===== src/rtl/page_walker_pkg.sv =====
package page_walker_pkg;

  typedef enum logic [2:0] {
    WALK_IDLE,
    WALK_READ,
    WALK_WAIT,
    WALK_UPDATE,
    WALK_ANSWER
  } walkStateT;

  typedef struct packed {
    logic captureReq;
    logic issueRead;
    logic captureEntry;
    logic issueWrite;
    logic respond;
  } walkStrobeT;

endpackage


===== src/rtl/page_walker_ctrl.sv =====
module page_walker_ctrl
  import page_walker_pkg::*;
(
  input  logic       clk,
  input  logic       rstN,
  input  logic       reqValid,
  input  logic       memRdValid,
  input  logic       rdEntryValid,
  input  logic       rdNeedUpdate,
  output logic       reqReady,
  output walkStrobeT strobe
);

  walkStateT stateQ, stateD;

  always_comb begin
    stateD = stateQ;
    strobe = '0;
    unique case (stateQ)
      WALK_IDLE: begin
        if (reqValid) begin
          strobe.captureReq = 1'b1;
          stateD = WALK_READ;
        end
      end
      WALK_READ: begin
        strobe.issueRead = 1'b1;
        stateD = WALK_WAIT;
      end
      WALK_WAIT: begin
        if (memRdValid) begin
          strobe.captureEntry = 1'b1;
          stateD = (rdEntryValid && rdNeedUpdate) ? WALK_UPDATE : WALK_ANSWER;
        end
      end
      WALK_UPDATE: begin
        strobe.issueWrite = 1'b1;
        stateD = WALK_ANSWER;
      end
      WALK_ANSWER: begin
        strobe.respond = 1'b1;
        stateD = WALK_IDLE;
      end
      default: stateD = WALK_IDLE;
    endcase
  end

  always_ff @(posedge clk) begin
    if (!rstN) stateQ <= WALK_IDLE;
    else       stateQ <= stateD;
  end

  assign reqReady = (stateQ == WALK_IDLE);

endmodule


===== src/rtl/page_walker_datapath.sv =====
module page_walker_datapath
  import page_walker_pkg::*;
#(
  parameter int VPN_W  = 8,
  parameter int PPN_W  = 6,
  parameter int PTE_W  = 14,
  parameter int MEM_AW = 10
) (
  input  logic              clk,
  input  logic              rstN,
  input  logic              baseLoad,
  input  logic [MEM_AW-1:0] baseValue,
  input  logic [VPN_W-1:0]  reqVpn,
  input  logic              reqStore,
  input  logic [PTE_W-1:0]  memRdData,
  input  walkStrobeT        strobe,
  output logic              rdEntryValid,
  output logic              rdNeedUpdate,
  output logic [MEM_AW-1:0] memAddr,
  output logic [PTE_W-1:0]  memWrData,
  output logic              rspFault,
  output logic [PPN_W-1:0]  rspPpn
);

  localparam int VALID_POS = PTE_W - 1;
  localparam int DIRTY_POS = PTE_W - 2;
  localparam int REF_POS   = PTE_W - 3;

  logic [MEM_AW-1:0] baseQ;
  logic [MEM_AW-1:0] addrQ;
  logic              storeQ;
  logic [PTE_W-1:0]  entryQ;
  logic              faultQ;

  always_ff @(posedge clk) begin
    if (!rstN) baseQ <= '0;
    else if (baseLoad) baseQ <= baseValue;
  end

  always_ff @(posedge clk) begin
    if (!rstN) begin
      addrQ  <= '0;
      storeQ <= 1'b0;
      entryQ <= '0;
      faultQ <= 1'b0;
    end else begin
      if (strobe.captureReq) begin
        addrQ  <= baseQ + MEM_AW'(reqVpn);
        storeQ <= reqStore;
      end
      if (strobe.captureEntry) begin
        entryQ <= memRdData;
        faultQ <= !memRdData[VALID_POS];
      end
    end
  end

  assign rdEntryValid = memRdData[VALID_POS];
  assign rdNeedUpdate = !memRdData[REF_POS] || (storeQ && !memRdData[DIRTY_POS]);

  always_comb begin
    memWrData = entryQ;
    memWrData[REF_POS] = 1'b1;
    if (storeQ) memWrData[DIRTY_POS] = 1'b1;
  end

  assign memAddr  = addrQ;
  assign rspFault = strobe.respond && faultQ;
  assign rspPpn   = (strobe.respond && !faultQ) ? entryQ[PPN_W-1:0] : '0;

endmodule


===== src/rtl/page_walker.sv =====
module page_walker
  import page_walker_pkg::*;
#(
  parameter int VPN_W  = 8,
  parameter int PPN_W  = 6,
  parameter int PTE_W  = 14,
  parameter int MEM_AW = 10
) (
  input  logic              clk,
  input  logic              rstN,
  input  logic              baseLoad,
  input  logic [MEM_AW-1:0] baseValue,
  input  logic              reqValid,
  output logic              reqReady,
  input  logic [VPN_W-1:0]  reqVpn,
  input  logic              reqStore,
  output logic              memRdEn,
  output logic              memWrEn,
  output logic [MEM_AW-1:0] memAddr,
  output logic [PTE_W-1:0]  memWrData,
  input  logic              memRdValid,
  input  logic [PTE_W-1:0]  memRdData,
  output logic              rspValid,
  output logic              rspFault,
  output logic [PPN_W-1:0]  rspPpn
);

  walkStrobeT strobe;
  logic       rdEntryValid;
  logic       rdNeedUpdate;

  page_walker_ctrl i_ctrl (
    .clk          (clk),
    .rstN         (rstN),
    .reqValid     (reqValid),
    .memRdValid   (memRdValid),
    .rdEntryValid (rdEntryValid),
    .rdNeedUpdate (rdNeedUpdate),
    .reqReady     (reqReady),
    .strobe       (strobe)
  );

  page_walker_datapath #(
    .VPN_W  (VPN_W),
    .PPN_W  (PPN_W),
    .PTE_W  (PTE_W),
    .MEM_AW (MEM_AW)
  ) i_datapath (
    .clk          (clk),
    .rstN         (rstN),
    .baseLoad     (baseLoad),
    .baseValue    (baseValue),
    .reqVpn       (reqVpn),
    .reqStore     (reqStore),
    .memRdData    (memRdData),
    .strobe       (strobe),
    .rdEntryValid (rdEntryValid),
    .rdNeedUpdate (rdNeedUpdate),
    .memAddr      (memAddr),
    .memWrData    (memWrData),
    .rspFault     (rspFault),
    .rspPpn       (rspPpn)
  );

  assign memRdEn  = strobe.issueRead;
  assign memWrEn  = strobe.issueWrite;
  assign rspValid = strobe.respond;

endmodule


===== config.mk =====
export PLATFORM = sky130hd
export DESIGN_NAME = page_walker
export DESIGN_NICKNAME = d
export VERILOG_FILES = /design/src/rtl/page_walker_pkg.sv /design/src/rtl/page_walker_ctrl.sv /design/src/rtl/page_walker_datapath.sv /design/src/rtl/page_walker.sv
export SDC_FILE = /design/constraint.sdc
export NUM_CORES = 1
export LEC_CHECK = 0
export BUFFER_PORTS_ARGS = -buffer_cell sky130_fd_sc_hd__buf_2
export CORE_MARGIN = 2
export CORE_UTILIZATION = 35
export CTS_CLUSTER_DIAMETER = 100
export DETAILED_ROUTE_END_ITERATION = 12
export SETUP_SLACK_MARGIN = 0.5
export SLEW_MARGIN = 40
export SYNTH_ARGS = -nofsm -noshare
export SYNTH_HDL_FRONTEND = slang
export SYNTH_SLANG_ARGS = --single-unit

===== constraint.sdc =====
create_clock -name clk -period 2.45 [get_ports clk]
set_clock_uncertainty 0.1 [all_clocks]
set_input_delay 0.245 -clock clk [delete_from_list [all_inputs] [get_ports clk]]
set_output_delay 0.245 -clock clk [all_outputs]
set_load 0.1 [all_outputs]

==> key figures, run 1 <==
Run status
  • Outcome: completed

Clock network
  • Root Driver: clkbuf_8
  • CTS tree: built
  • H-tree depth: 2
  • Clk pin slew, worst setup/hold paths: 0.07 ns
  • Max clock buf depth: 2
  • CTS Hold Bufs: 0
  • Total CTS buffers: 5
  • Clock sink total: 38
  • Clock latency on the worst-skew pair: 0.29 ns

Timing
  • Worst slew pin tran: 0.537 ns
  • Max-slew violation count: 0
  • Min Tclk post-route: 1.86 ns
  • Hold WS: 0.0697 ns
  • Final setup vio count: 0
  • Total Neg Setup Slack: 0 ns
  • Final worst path period share: 0.757
  • Hold Vio Cnt, Final: 0
  • Fmax: 0.539 GHz
  • RSZ-0062 raised after global routing: false
  • Slew headroom: 0.642

Power and ir drop
  • Int Power: just under 1 mW
  • Static Leak: around 1.2 nW
  • Comb pwr share: 0.305
  • Peak VDD IR: 301 uV
  • Seq pwr share: 0.425
  • Clock Power Share: 0.270
  • Net switching power: 616 uW
  • Sw Share: 0.383
  • Power Dens Cells: ~600 nW/um2

Placement
  • Post-detail-place hpwl: roughly 3500 um
  • Final Wtd Congestion: 0.754
  • Placed insts: 370
  • Port Buf Inserts: 71

Worst setup path
  • RR Endpoint: i_datapath.memAddr[9]
  • Crit-path max cell delay: approximately 0.39 ns
  • Delay-heaviest family, CP: simple AND/OR/NAND/NOR gates
  • Critical Path AT: 1.51 ns
  • Worst setup EP type: output pin
  • Worst R2R Setup Slack: 0.61 ns
  • WP depth: 5
  • Crit-path max FO: 11
  • RR Startpoint: i_ctrl.stateQ[1]
  • Crit-path cells: nor2_4 -> and2_4 -> nor2b_4 -> and2_4 -> buf_8
  • WP data required: 2.11 ns
  • CP Class: reg -> out
  • R2R cell count: 5
  • Critical Path Source Type: register
  • CP Buf/Inv Count: 1
  • Most frequent CP cell: and2_4
  • Slowest CP cell: dfxtp_4

Route
  • Routed via count: 1863
  • Drt via density: 4.92
  • DRT Wirelength: around 4700 um
  • DRT Pass-1 Iters: 4
  • Antenna-violating nets left: 0
  • Drt drc: 0
  • 1st-iter DRT viols: 45
  • Routed len/inst: 12.4 um

Job
  • Maxcap violations: 0

Worst hold path
  • Hold worst-path end: i_datapath.faultQ
  • Hold Crit Depth: 2
  • Hold Path Class: in -> reg
  • Hold Crit Start: memRdData[13]

Final layout
  • Layout Utilization: 0.459
  • Fillers: 599
  • Cell Count, Final, Fillers Out: ~380
  • Nets@finish: 350
  • Layout cells sized above 1: 0.345
  • N_diodes: 0
  • Layout Area Growth over Synthesis: 25.7%

Synthesis
  • Syn nets: 296
  • Post-synth EDFFs: 0
  • Area share of the largest cell type after synthesis: 0.350
  • Synth area leader: dfxtp_1
  • Mapped Cells: 249
  • Synth Flop Type: dfxtp_1
  • Synth cell types: 47
  • Register bit total from synthesis: 38
  • Async set-reset flop share out of synthesis: 0
  • Sequential area share after synthesis: 0.350
  • Mapped Area: 2170 um2
  • Ys Warns: 0
  • Top post-synthesis cells by count: 38 x dfxtp_1, 38 x nand2_1, 17 x a21boi_0
  • Syn Area/Cell: 8.73 um2
  • Synth top area cells: dfxtp_1 35%, nand2_1 6.6%, a21boi_0 5.9%

Floorplan
  • Initial Util: 0.365
  • Die ar.: 6860 um2
  • Num rows: 28
  • Die H: 82.8 um
  • Core Footprint: 5960 um2
  • IO Pins: 73
  • Die Wd: 82.8 um

Global route
  • Global-route wire length before repair: 8070 um
  • Total global routing overflow: 0
  • Initial antenna violation count: 0
  • Vias in the first global route: 1767
  • Largest net degree at the start of global routing: 38
  • Tot GR Track Use: 0.140
-- power by group through the flow --
stage / Sequential [mW] / Clock [mW] / Combinational, mW
6_report: 0.684 / 0.434 / 0.492
5_1_grt: 0.690 / 0.476 / 0.527
4_1_cts: 0.687 / 0.451 / 0.480
3_5_place_dp: 0.700 / 0 / 0.477
3_3_place_gp: 0.698 / 0 / 0.477
2_1_floorplan: 0.801 / 0 / 0.296
-- state kept, by name (all words and copies together) (netlist names) --
name,count
i_datapath.storeQ,1
i_ctrl.stateQ,3
i_datapath.memAddr,10
i_datapath.baseQ,10
i_datapath.faultQ,1
i_datapath.entryQ,13
-- cells by family after synthesis --
family	Yosys count	synth area share
other	1	0.00172
AND/OR/NAND/NOR	104	0.276
flip-flops	38	0.350
multiplexers	10	0.0460
adder cells (fa/ha/maj)	9	0.0552
AO/OA/AOI/OAI	56	0.184
buffers and inverters	31	0.0875
-- per-layer routing --
metal  vias to the layer above  global-route usage  share of wire
met5                         -                   0              0
met4                         0              0.0358         0.0070
met3                         4              0.0348          0.054
met2                        52               0.229           0.46
met1                       838               0.185           0.48
li1                        969                   -              -
-- worst max path at each step --
stage,startpoint,endpoint,slack (ns)
2_1_floorplan,i_ctrl.stateQ[0],reqReady,0.39
3_3_place_gp,reqVpn[0],i_datapath.memAddr[8],0.48
3_5_place_dp,reqVpn[0],i_datapath.memAddr[8],0.45
4_1_cts,i_ctrl.stateQ[0],rspPpn[3],0.51
5_1_grt,i_ctrl.stateQ[0],rspPpn[5],0.50
6_report,i_ctrl.stateQ[0],rspPpn[5],0.59
-- cells in the final DEF, fill, tap and decap left out, types with 2 or more instances in the layout --
cell type,n
nand4b_1,3
and2_1,2
a31oi_1,2
o211ai_1,7
buf_8,2
and2_4,7
dfxtp_1,35
a21oi_1,5
or3_1,3
o21ai_0,6
nand4_1,2
mux2i_1,10
a211o_1,2
buf_12,5
and4b_1,3
a21boi_0,17
buf_2,65
nand2b_1,4
clkbuf_8,5
dfxtp_4,2
ha_1,7
nand2_1,38
a21o_1,4
nor2_1,4
a211oi_1,2
nor3_1,2
nor2b_1,12
buf_4,2
inv_1,4
and3_1,2
nor3b_1,2
nand3_1,4
and4_1,2
o21a_1,5
-- worst reg2reg max path: cells and delay by family (launching register included) --
family                 cells  cell delay [ns]
and+or+nand+nor            2             0.87
DFF                        1             0.37
AOI/OAI and AO/OA          2             0.25
buffers and inverters      1             0.13
-- per-stage QoR --
step	power (mW)	area (um2)	setup WS, ns
after floorplan	1.10	2220	0.391
after global placement	1.17	2500	0.478
after detailed placement	1.18	2500	0.450
after CTS	1.62	2670	0.507
after global routing	1.69	2730	0.503
final	1.61	2730	0.595
-- cell type report --
| class | count | area, um2 | area share |
|---|---|---|---|
| clock buffers | 5 | 68.8 | 0.0252 |
| clock inverters | 3 | 21.3 | 0.00778 |
| inverters | 4 | 15.0 | 0.00549 |
| multi-input cells | 180 | 1290 | 0.473 |
| flip-flops and latches | 38 | 769 | 0.282 |
| well taps | 75 | 93.8 | 0.0343 |
| repair buffers | 74 | 470 | 0.172 |
-- timing repair --
| item | in CTS | in global routing |
|---|---|---|
| pin swaps | 0 | 3 |
| setup endpoints to repair | 9 | 9 |
| resized for setup | 23 | 10 |
| buffers inserted | 0 | 1 |
No activity file was read; power rests on OpenSTA's default activity.
==> run 2, diff against run 1 <==
clock period = 1.7 ns   (was 2.45 ns; I/O delays follow)
==> run 2 against run 1 <==
Effect of this change: the flow now finishes with violations (setup timing); critical path type unchanged; clock power is 82% higher; critical path depth grew 1; highest routed layer unchanged; final cell count increased by 8.4%; sequential power increased by 45%; largest cell class unchanged; via count up 11%.
==> key figures, run 2 (same netlist as run 1, synthesis figures left out) <==
Worst setup path
  • Slowest CP cell: dfxtp_2
  • Crit-path max cell delay: 0.33 ns
  • Critical Path Source Type: register
  • CP Class: reg -> out
  • WP data required: 1.43 ns
  • Crit-path cells: buf_6 -> nor2_4 -> and2_4 -> nor2b_4 -> and2_4 -> buf_12
  • Critical Path AT: 1.53 ns
  • Crit-path max FO: 6
  • Worst setup EP type: output pin
  • Most frequent CP cell: and2_4

Final layout
  • Cell Count, Final, Fillers Out: between 400 and 500
  • Max reg flops: 13
  • Largest Register: i_datapath.entryQ
  • Layout Utilization: 0.603
  • Layout Area Growth over Synthesis: 65.2%
  • N_diodes: 0
  • Nets@finish: 383
  • Layout cells sized above 1: 0.542
  • Commonest non-fill, non-tap cell in the layout: buf_2
  • Most frequent cells in the layout: 37 x buf_2, 30 x dfxtp_1, 29 x buf_6

Route
  • 1st-iter DRT viols: 49
  • DRT Pass-1 Iters: 4
  • Drt via density: 5.04
  • DRT Wirelength: around 5800 um
  • Routed via count: 2073
  • Routed len/inst: 14.2 um
  • Antenna-violating nets left: 0
  • Drt drc: 0

Floorplan
  • Num rows: 28
  • Die ar.: 6860 um2
  • Initial Util: 0.365
  • IO Pins: 73
  • Die Wd: a little over 80 um
  • Die H: 82.8 um
  • Core Footprint: 5960 um2

Power and ir drop
  • Clock Power Share: 0.284
  • Seq pwr share: 0.357
  • Static Leak: 1.58 nW
  • Comb pwr share: 0.358
  • Sw Share: 0.346
  • Peak VDD IR: 455 uV
  • Final Power: roughly 2.8 mW
  • Int Power: 1.82 mW
  • Power Dens Cells: 775 nW/um2
  • Net switching power: 964 uW

Worst hold path
  • Hold Path Class: in -> reg

Timing
  • Max-slew violation count: 0
  • Final worst path period share: 1.06
  • Final setup vio count: 10
  • Min Tclk post-route: between 1.5 and 2 ns
  • Hold Vio Cnt, Final: 0
  • Setup ws final: -0.101 ns
  • Fmax: 0.555 GHz
  • RSZ-0062 raised after global routing: true

Placement
  • Final Wtd Congestion: ~0.74
  • Post-detail-place hpwl: between 3000 and 4000 um
  • Pre-CTS setup slack: -0.0340 ns
  • Placed insts: ~380
  • Port Buf Inserts: 71

Clock network
  • CTS tree: built
  • Clock sink total: 38
  • Clk pin slew, worst setup/hold paths: 0.08 ns
  • H-tree depth: 2
  • Clock latency on the worst-skew pair: 0.29 ns
  • Root Driver: clkbuf_8
  • Max clock buf depth: 2
  • Total CTS buffers: 5

Job
  • Maxcap violations: 0

Global route
  • Largest net degree at the start of global routing: 29
  • Global-route wire length before repair: around 8800 um
  • Total global routing overflow: 0
  • Vias in the first global route: 1940
  • Tot GR Track Use: 0.155
  • Initial antenna violation count: 0

Run status
  • Failing checks: setup timing
  • Outcome: complete, but fails checks
## run 2: cell count changes in the layout (fill, tap and decap cells not counted), sizes merged
cell | before | now
clkinv | 2 | 0
clkbuf | 5 | 7
buf | 74 | 105
clkinvlp | 1 | 0
bufinv | 0 | 1
or4bb | 1 | 2
## run 2: cell type report
cell class,instances,area [um2]
tap,75,93.8
clock buffer,6,82.6
multi-input combinational,181,1520
timing repair buffer,106,1080
inverter,4,15.0
clock inverter,1,30.0
fill,505,2360
sequential,38,771
## run 2: worst paths after layout
check                        start                    end  slack (ns)  cells after the start
max               i_ctrl.stateQ[1]              rspPpn[5]       -0.10                      6
min                       reqStore      i_datapath.storeQ       0.006                      3
max reg2reg       i_ctrl.stateQ[1]  i_datapath.memAddr[3]       -0.08                      5
min reg2reg  i_datapath.entryQ[12]  i_datapath.entryQ[12]        0.37                      2
## run 2: worst max-delay path: cells and delay by family, from the launching register on
family,cells,cell delay (ns)
buffers and inverters,2,0.27
DFF,1,0.33
and+or+nand+nor,4,0.62
## run 2: per-layer routing
| layer | GRT usage | share of wire | vias up |
|---|---|---|---|
| met2 | 0.261 | 0.51 | 61 |
| met3 | 0.0388 | 0.045 | 6 |
| met5 | 0 | 0 | - |
| li1 | - | - | 1039 |
| met1 | 0.192 | 0.44 | 967 |
| met4 | 0.0522 | 0.011 | 0 |
## run 2: power by group through the flow
stage	Clock (mW)	Sequential (mW)	Combinational (mW)
6_report	0.792	0.995	0.999
5_1_grt	0.853	1.00	1.05
4_1_cts	0.805	0.987	0.895
3_5_place_dp	0	0.999	0.786
3_3_place_gp	0	0.997	0.779
2_1_floorplan	0	1.15	0.456
## run 2: stage by stage
step	setup TNS, ns	instance area, um2	hold WS (ns)
5_1_grt	-1.61	3590	0.00144
2_1_floorplan	-0.244	2310	0.161
4_1_cts	-1.47	3250	0.00127
3_5_place_dp	-0.0598	2830	0.284
6_report	-0.750	3590	0.00574
3_3_place_gp	0	2830	0.282
## run 2: timing repair
item / 4_1_cts / 5_1_grt
resized for setup: 62 / 86
gates cloned: 0 / 2
setup endpoints to repair: 61 / 57
pin swaps: 16 / 24
setup buffers: 13 / 6
hold buffers: 0 / 0
==> run 3, diff against run 2 <==
CORE_UTILIZATION = 45   (was 35)
PLACE_DENSITY = 0.75   (was not set)
==> run 3 against run 2 <==
Effect of this change: wire length decreased by 4.3%; worst setup slack got worse by 0.012 ns; hold slack about the same; design area decreased by 3.9%; highest routed layer unchanged; maximum frequency decreased by 0.68%; die area decreased by 21%; core utilization increased by 13 points; first-iteration DRC count increased by 33%; sequential cell count unchanged; the flow still finishes with violations (setup timing); final cell count decreased by 5.6%.
==> key figures, run 3 (same netlist as run 1, synthesis figures left out) <==
Timing
  • Worst slew pin tran: a little over 0.5 ns
  • Hold WS: a little under 0.006 ns
  • Min Tclk post-route: 1.81 ns
  • Max-slew violation count: 0
  • Final worst path period share: 1.07
  • RSZ-0062 raised after global routing: true
  • Total Neg Setup Slack: -0.720 ns
  • Hold Vio Cnt, Final: 0
  • Setup ws final: -0.113 ns
  • Final setup vio count: 11
  • Slew headroom: 0.658
  • Fmax: 0.551 GHz

Clock network
  • Clk pin slew, worst setup/hold paths: 0.07 ns
  • Root Driver: clkbuf_8
  • Clock sink total: 38
  • H-tree depth: 2
  • CTS Hold Bufs: 0
  • Total CTS buffers: 5
  • Max clock buf depth: 2
  • Clock latency on the worst-skew pair: around 0.29 ns
  • CTS tree: built

Global route
  • Tot GR Track Use: 0.199
  • Total global routing overflow: 0
  • Met3 Use GR: 0.0453
  • Grt peak-use layer: met2
  • Initial antenna violation count: 0
  • Largest net degree at the start of global routing: 36
  • Vias in the first global route: between 1500 and 2000
  • GR Layer Usage met2: 0.373
  • Global-route wire length before repair: about 8500 um
  • Met1 Usage GRT: 0.221

Worst setup path
  • Worst setup EP type: output pin
  • Crit-path max FO: 6
  • CP Class: reg -> out
  • Critical Path AT: between 1.5 and 2 ns
  • Critical Path Source Type: register
  • Worst R2R Setup Slack: -0.02 ns
  • WP data required: 1.43 ns

Route
  • 1st-iter DRT viols: between 60 and 70
  • Antenna-violating nets left: 0
  • Drt drc: 0
  • Routed len/inst: 14.4 um
  • Drt via density: around 5.4
  • Routed via count: 2084
  • DRT Pass-1 Iters: 4
  • DRT Wirelength: 5580 um

Final layout
  • Max reg flops: 13
  • Nets@finish: 381
  • Most frequent cells in the layout: 37 x buf_2, 30 x buf_6, 28 x dfxtp_1
  • N_diodes: 0
  • Layout cells sized above 1: 0.569
  • Largest Register: i_datapath.entryQ
  • Finished Cell Area: between 3000 and 4000 um2
  • Commonest non-fill, non-tap cell in the layout: buf_2
  • Layout Area Growth over Synthesis: 58.7%
  • Fillers: between 300 and 400

Floorplan
  • Core Footprint: approximately 4700 um2
  • Num rows: 25
  • Die H: 73.5 um
  • IO Pins: 73
  • Initial Util: 0.463
  • Die ar.: 5400 um2
  • Die Wd: 73.5 um

Placement
  • Final Wtd Congestion: 0.778
  • Post-detail-place hpwl: 3660 um
  • Post-place instance area: roughly 2800 um2
  • Port Buf Inserts: 71

Power and ir drop
  • Power Dens Cells: about 740 nW/um2
  • Final Power: 2.56 mW
  • Static Leak: 1.51 nW
  • Peak VDD IR: about 540 uV

Run status
  • Outcome: complete, but fails checks
  • Failing checks: setup timing

Job
  • Maxcap violations: 0

Worst hold path
  • Hold Path Class: in -> reg
## run 3: cell types whose count changed in the layout (fill, tap and decap cells not counted), moves of 3 or more
cell     before  now
nand2_1      21   13
buf_8         4    1
buf_4        17   20
nand2_4       5    0
nand2_2      12   25
## run 3: critical path: stages (launching register included)
cell	delay [ns]
dfxtp_2	0.33
buf_6	0.12
nor2_4	0.10
and2_4	0.14
nor2b_4	0.21
and2_4	0.19
buf_12	0.17
## run 3: per-layer routing
| metal | part of all wire | vias up |
|---|---|---|
| li1 | - | 1035 |
| met1 | 0.40 | 956 |
| met2 | 0.52 | 79 |
| met3 | 0.059 | 14 |
| met4 | 0.018 | 0 |
| met5 | 0 | - |
## run 3: layout make-up
cell class,count,area (um2),area share
clock buffers,5,68.8,0.0199
clock inverters,2,10.0,0.00290
inverters,4,15.0,0.00435
multi-input cells,180,1490,0.431
flip-flops and latches,38,773,0.224
well taps,54,67.6,0.0196
repair buffers,105,1030,0.298
## run 3: per-stage QoR
stage / cells / util / setup WS, ns
2_1_floorplan: 249 / - / -0.0407
3_3_place_gp: 360 / 0.593 / 0.0164
3_5_place_dp: 360 / 0.593 / -0.0266
4_1_cts: 385 / 0.693 / -0.0937
5_1_grt: 388 / 0.736 / -0.172
6_report: 388 / 0.736 / -0.113
## run 3: what timing repair did
| action | 4_1_cts | 5_1_grt |
|---|---|---|
| gates resized for setup | 83 | 56 |
| endpoints found under the setup margin | 61 | 53 |
| setup buffers | 18 | 3 |
| pin swaps | 21 | 9 |
## run 3: path summary, 6_finish.rpt
kind                         startpoint               endpoint  depth (start not counted)
hold reg to reg   i_datapath.entryQ[12]  i_datapath.entryQ[12]                          2
setup / recovery       i_ctrl.stateQ[1]              rspPpn[5]                          6
setup reg to reg       i_ctrl.stateQ[0]  i_datapath.memAddr[9]                          5
hold / removal                 reqStore      i_datapath.storeQ                          3
## run 3: report_power, final
part / internal [mW] / switching, mW
Clock: 0.275 / 0.313
Sequential: 0.947 / 0.0473
Combinational: 0.396 / 0.583
Total: 1.62 / 0.944
